<file path="config.mk">
export PLATFORM = sky130hd
export DESIGN_NAME = scsi_xfer_monitor
export DESIGN_NICKNAME = d
export VERILOG_FILES = /design/src/rtl/xmon_pkg.sv /design/src/rtl/xmon_sync.sv /design/src/rtl/xmon_offset.sv /design/src/rtl/xmon_status.sv /design/src/rtl/scsi_xfer_monitor.sv
export SDC_FILE = /design/constraint.sdc
export NUM_CORES = 1
export LEC_CHECK = 0
export ABC_AREA = 1
export CAP_MARGIN = 15
export CORE_MARGIN = 2
export CORE_UTILIZATION = 49
export CTS_BUF_LIST = sky130_fd_sc_hd__clkbuf_16
export CTS_CLUSTER_DIAMETER = 60
export DETAILED_ROUTE_END_ITERATION = 6
export PLACE_DENSITY = 0.84
export REMOVE_ABC_BUFFERS = 1
export SETUP_SLACK_MARGIN = 0.5
export SLEW_MARGIN = 25
export SYNTH_ARGS = -nofsm -noshare
export SYNTH_HDL_FRONTEND = slang
export SYNTH_SLANG_ARGS = --single-unit
</file>
<file path="constraint.sdc">
create_clock -name clk -period 2.53 [get_ports clk]
set_clock_uncertainty 0.15 [all_clocks]
set_input_delay 0.253 -clock clk [delete_from_list [all_inputs] [get_ports clk]]
set_output_delay 0.253 -clock clk [all_outputs]
set_load 0.02 [all_outputs]
</file>
<file path="src/rtl/xmon_pkg.sv">
package xmon_pkg;
  localparam int ST_W    = 8;
  localparam int B_PHASE = 7;
  localparam int B_DONE  = 6;
  localparam int B_SEL   = 5;
  localparam int B_RESEL = 4;
  localparam int B_GROSS = 3;

  // Saturating up/down step of the outstanding offset.
  function automatic int unsigned ofs_step(int unsigned cur, logic inc, logic dec,
                                           int unsigned top);
    if (inc && !dec) return (cur >= top) ? top : cur + 1;
    if (dec && !inc) return (cur == 0) ? 0 : cur - 1;
    return cur;
  endfunction

  // A new REQ would exceed a nonzero limit.
  function automatic logic exceeds_limit(int unsigned cur, int unsigned lim);
    return (lim != 0) && (cur >= lim);
  endfunction
endpackage

</file>
<file path="src/rtl/xmon_sync.sv">
module xmon_sync #(
  parameter int W      = 6,
  parameter int STAGES = 2
) (
  input  logic         clk,
  input  logic         rst_n,
  input  logic [W-1:0] d,
  output logic [W-1:0] q,
  output logic [W-1:0] q_prev
);
  logic [W-1:0] chain [0:STAGES];

  always_ff @(posedge clk or negedge rst_n) begin
    if (!rst_n) begin
      for (int i = 0; i <= STAGES; i++) chain[i] <= '0;
    end else begin
      chain[0] <= d;
      for (int i = 1; i <= STAGES; i++) chain[i] <= chain[i-1];
    end
  end

  assign q      = chain[STAGES-1];
  assign q_prev = chain[STAGES];
endmodule

</file>
<file path="src/rtl/xmon_offset.sv">
module xmon_offset import xmon_pkg::*; #(
  parameter int OFS_W = 4
) (
  input  logic             clk,
  input  logic             rst_n,
  input  logic             req_rise,
  input  logic             ack_rise,
  input  logic             phase_chg,
  input  logic             is_initiator,
  input  logic [OFS_W-1:0] max_offset,
  output logic [OFS_W-1:0] ofs_cnt,
  output logic             ev_ovf,
  output logic             ev_udf,
  output logic             ev_phs
);
  localparam int unsigned OFS_TOP = (1 << OFS_W) - 1;

  always_ff @(posedge clk or negedge rst_n) begin
    if (!rst_n) ofs_cnt <= '0;
    else        ofs_cnt <= OFS_W'(ofs_step(32'(ofs_cnt), req_rise, ack_rise, OFS_TOP));
  end

  assign ev_ovf = is_initiator & req_rise & ~ack_rise
                & exceeds_limit(32'(ofs_cnt), 32'(max_offset));
  assign ev_udf = ~is_initiator & ack_rise & ~req_rise & (ofs_cnt == '0);
  assign ev_phs = is_initiator & phase_chg & (ofs_cnt != '0);
endmodule

</file>
<file path="src/rtl/xmon_status.sv">
module xmon_status #(
  parameter int W = 8
) (
  input  logic         clk,
  input  logic         rst_n,
  input  logic [W-1:0] ev,
  input  logic         rd,
  output logic [W-1:0] stat
);
  always_ff @(posedge clk or negedge rst_n) begin
    if (!rst_n) stat <= '0;
    else        stat <= (rd ? '0 : stat) | ev;
  end
endmodule

</file>
<file path="src/rtl/scsi_xfer_monitor.sv">
module scsi_xfer_monitor import xmon_pkg::*; #(
  parameter int OFS_W   = 4,
  parameter int PHASE_W = 3,
  parameter int STAGES  = 2
) (
  input  logic               clk,
  input  logic               rst_n,
  input  logic               bus_req_n,
  input  logic               bus_ack_n,
  input  logic               bus_atn_n,
  input  logic [PHASE_W-1:0] bus_phase,
  input  logic [PHASE_W-1:0] exp_phase,
  input  logic               is_initiator,
  input  logic [OFS_W-1:0]   max_offset,
  input  logic               fifo_rd,
  input  logic               fifo_wr,
  input  logic               fifo_empty,
  input  logic               fifo_full,
  input  logic               done_pulse,
  input  logic               sel_pulse,
  input  logic               resel_pulse,
  input  logic               sel_en,
  input  logic               resel_en,
  input  logic               stat_rd,
  input  logic [ST_W-1:0]    irq_mask,
  output logic [ST_W-1:0]    int_status,
  output logic               irq
);
  localparam int SW = PHASE_W + 3;

  logic [SW-1:0]      sync_q, sync_p;
  logic [PHASE_W-1:0] phase_s, phase_p;
  logic               req_rise, ack_rise, atn_rise, phase_chg;
  logic [OFS_W-1:0]   ofs_cnt;
  logic               ev_ovf, ev_udf, ev_phs, ev_fifo, ev_mis;
  logic [ST_W-1:0]    ev_vec;

  xmon_sync #(.W(SW), .STAGES(STAGES)) u_sync (
    .clk(clk), .rst_n(rst_n),
    .d({~bus_atn_n, ~bus_ack_n, ~bus_req_n, bus_phase}),
    .q(sync_q), .q_prev(sync_p)
  );

  assign phase_s   = sync_q[PHASE_W-1:0];
  assign phase_p   = sync_p[PHASE_W-1:0];
  assign req_rise  = sync_q[PHASE_W]   & ~sync_p[PHASE_W];
  assign ack_rise  = sync_q[PHASE_W+1] & ~sync_p[PHASE_W+1];
  assign atn_rise  = sync_q[PHASE_W+2] & ~sync_p[PHASE_W+2];
  assign phase_chg = (phase_s != phase_p);

  xmon_offset #(.OFS_W(OFS_W)) u_ofs (
    .clk(clk), .rst_n(rst_n),
    .req_rise(req_rise), .ack_rise(ack_rise), .phase_chg(phase_chg),
    .is_initiator(is_initiator), .max_offset(max_offset),
    .ofs_cnt(ofs_cnt), .ev_ovf(ev_ovf), .ev_udf(ev_udf), .ev_phs(ev_phs)
  );

  assign ev_fifo = (fifo_rd & fifo_empty) | (fifo_wr & fifo_full);
  assign ev_mis  = is_initiator ? (req_rise & (phase_s != exp_phase)) : atn_rise;

  always_comb begin
    ev_vec          = '0;
    ev_vec[B_PHASE] = ev_mis;
    ev_vec[B_DONE]  = done_pulse;
    ev_vec[B_SEL]   = sel_pulse & sel_en;
    ev_vec[B_RESEL] = resel_pulse & resel_en;
    ev_vec[B_GROSS] = ev_ovf | ev_udf | ev_phs | ev_fifo;
  end

  xmon_status #(.W(ST_W)) u_stat (
    .clk(clk), .rst_n(rst_n), .ev(ev_vec), .rd(stat_rd), .stat(int_status)
  );

  assign irq = |(int_status & irq_mask);
endmodule

</file>
==> qor.csv <==
metric,value,unit
fin_tns_setup,0,ps
synth-seq-area-share,50.8,%
share_of_synthesized_flip_flops_with_an_asynchronous_set_or_reset,100,%
routed_wl_per_cell,11.9,um
cts_buffer_depth,2,
grt_antenna_before_repair,0,
worst-path-max-fanout,5,
routed_wl,2540,um
cts.clk_slew.worst_paths,60,ps
standard_cell_row_count,18,
critPathRequiredTime,2580,ps
worstPathArrival,1750,ps
synth.ff_latch_count,27,
detailedRoute.firstPassIterationCount,4,
detailed_place_hpwl,1990,um
post-synth-top-area-cell,sky130_fd_sc_hd__dfrtp_1,
outcome,"complete, no violations",
nets,227,
maxCapViolCount,0,
gp_congestion,0.854,
setup_repair_after_global_routing_missed_its_margin,no,
timing.critical_path.slowest_cell_delay,360,ps
final_design_area_no_fill,1790,um2
drive_above_1_share,5.46,%
path_common_cell,sky130_fd_sc_hd__nand2_1,
place_ws,516,ps
yosys_most_used_dff,sky130_fd_sc_hd__dfrtp_1,
cellPowerDensity,618,nW/um2
layout-area-overhead-vs-synth,34.7,%
cts_buffers,3,
final_hold_viol_count,0,
tritoncts,yes,
cts.sinks,27,
critPathLaunchType,flip-flop,
die_h,56.1,um
number_of_global_route_vias_before_repair,1104,
clock_insertion_delay_worst_skew,260,ps
min_path_type,reg -> reg,
nFillCells,197,
final_util,71.0,%
via_density_per_instance,5.01,
critical-path-top-delay-family,simple AND/OR/NAND/NOR gates,
drt_drc_violations_left,0,
p_leak,0.880,nW
hold_path.startpoint,u_sync.chain[14],
vias,1068,
layout_commonest_cell,sky130_fd_sc_hd__nand2_1,
place.port_buffers,36,
synth.distinct_cells,25,
residual_overflow_from_global_routing,0,
core,2520,um2
netlist_area_pre_place,1330,um2
grt_start_max_net_pins,28,
maxClockFrequency,586,MHz
post_synth.cell_area_avg,9.24,um2
finalSetupViolations,0,
cts.root.buffer_cell,sky130_fd_sc_hd__clkbuf_16,
starting_utilization_of_the_core_area,52.7,%
peakVddDrop,0.000732,V
grt_usage,18.5,%
holdBufCountCts,0,
fin_ws,823,ps
r2r_start,u_sync.q_prev[4],
grt_first_pass_wirelength,4550,um
cts_setup_buffers,0,
most_frequent_cells_in_the_layout,"sky130_fd_sc_hd__nand2_1, sky130_fd_sc_hd__clkdlybuf4s50_1, sky130_fd_sc_hd__dfrtp_1",
antenna-diode-count,0,
cp-startpoint,u_sync.q_prev[4],
synth.top_cell.area_share,50.8,%
postSynthCellCount,144,
dieArea,3150,um2
netlist_top_cells_area,"sky130_fd_sc_hd__dfrtp_1, sky130_fd_sc_hd__nand2_1, sky130_fd_sc_hd__ha_1",
fraction_of_the_cycle_the_final_worst_path_needs,67.5,%
synth-edff-count,0,
period_needed,1710,ps
drtIter0Drc,21,
timing.critical_path.buf_inv,2,
htree_levels,1,
place_area,1710,um2
finalMaxSlewViolations,0,
floorplan.die.width,56.1,um
yosys_warnings,0,
io_pins,43,
crit_path_top_delay_cell,sky130_fd_sc_hd__dfrtp_1,
crit_path_end_kind,flip-flop,
number_of_nets_with_antenna_violations_after_detailed_routing,0,
path_class,reg -> reg,
cells_traversed_along_the_worst_timing_path,nor2_1 > inv_1 > ha_1 > inv_1 > nand2_1 > a21oi_4 > nand2_1 > nand2_1 > nand2_1 > nand2_1,
[Yosys cell counts (2+ instances only)]
cell type,number
sky130_fd_sc_hd__a21oi_1,5
sky130_fd_sc_hd__nor2_1,7
sky130_fd_sc_hd__inv_1,19
sky130_fd_sc_hd__nand2_1,36
sky130_fd_sc_hd__dfrtp_1,27
sky130_fd_sc_hd__o21ai_1,2
sky130_fd_sc_hd__nor2_2,2
sky130_fd_sc_hd__nand3_1,13
sky130_fd_sc_hd__buf_4,3
sky130_fd_sc_hd__a22o_1,2
sky130_fd_sc_hd__xnor2_1,6
sky130_fd_sc_hd__ha_1,9
[path summary, 6_finish.rpt]
path                                         end  cells past startpoint  slack [ps]
worst max-delay path            u_ofs.ofs_cnt[2]                     10         820
worst min-delay path                 u_sync.q[2]                      0         200
worst max register to register  u_ofs.ofs_cnt[2]                     10         820
worst min register to register       u_sync.q[2]                      0         200
max in group asynchronous            u_sync.q[5]                      2        1780
min in group asynchronous       u_ofs.ofs_cnt[2]                      2         210
[state kept, by name (all words and copies together), names as in the netlist]
name	flops
u_ofs.ofs_cnt	4
u_stat.stat	5
u_sync.chain	6
u_sync.q	6
u_sync.q_prev	6
[through the flow]
stage,power (W),instances,hold WS [ps]
floorplan,0.000658,142,-193
global placement,0.000758,209,181
detailed placement,0.000769,209,187
CTS,0.00112,213,203
global route,0.00118,213,205
finish,0.00111,213,199
[logic make-up (layout without fill, tap and decap cells)]
kind of cell / Yosys count / in the layout / share of synthesized area, %
flip-flops: 27 / 27 / 50.8
AO/OA/AOI/OAI: 16 / 16 / 8.75
buffers and inverters: 24 / 61 / 8.18
other: 1 / 3 / 0.282
adder cells (fa/ha/maj): 9 / 9 / 8.47
AND/OR/NAND/NOR: 60 / 60 / 18.9
XOR/XNOR: 7 / 7 / 4.61
[per-layer routing]
layer	track usage (%)	vias up	wire length, um
met3	4.65	11	152
li1	-	531	-
met5	0	-	0
met2	32.9	37	1330
met1	20.2	489	991
met4	9.18	0	67
[power breakdown]
part           leakage (nW)  switching (W)  internal (W)
clock network        0.0409       0.000133      0.000213
logic                 0.519       0.000130      0.000128
registers             0.320      0.0000373      0.000466
[layout make-up]
cell class / count / area (um2) / area share (%)
Tap cell: 30 / 37.5 / 2.09
Clock buffer: 3 / 75.1 / 4.19
Multi-Input combinational cell: 95 / 553 / 30.9
Clock inverter: 1 / 5.00 / 0.279
Sequential cell: 27 / 676 / 37.7
Inverter: 20 / 75.1 / 4.19
Timing Repair Buffer: 37 / 370 / 20.7
[timing repair]
action | 4_1_cts | 5_1_grt
resized for setup | 0 | 1
setup endpoints to repair | 0 | 1
hold endpoints to repair | 0 | 0
Note: power is estimated with default switching activity, not from simulation.
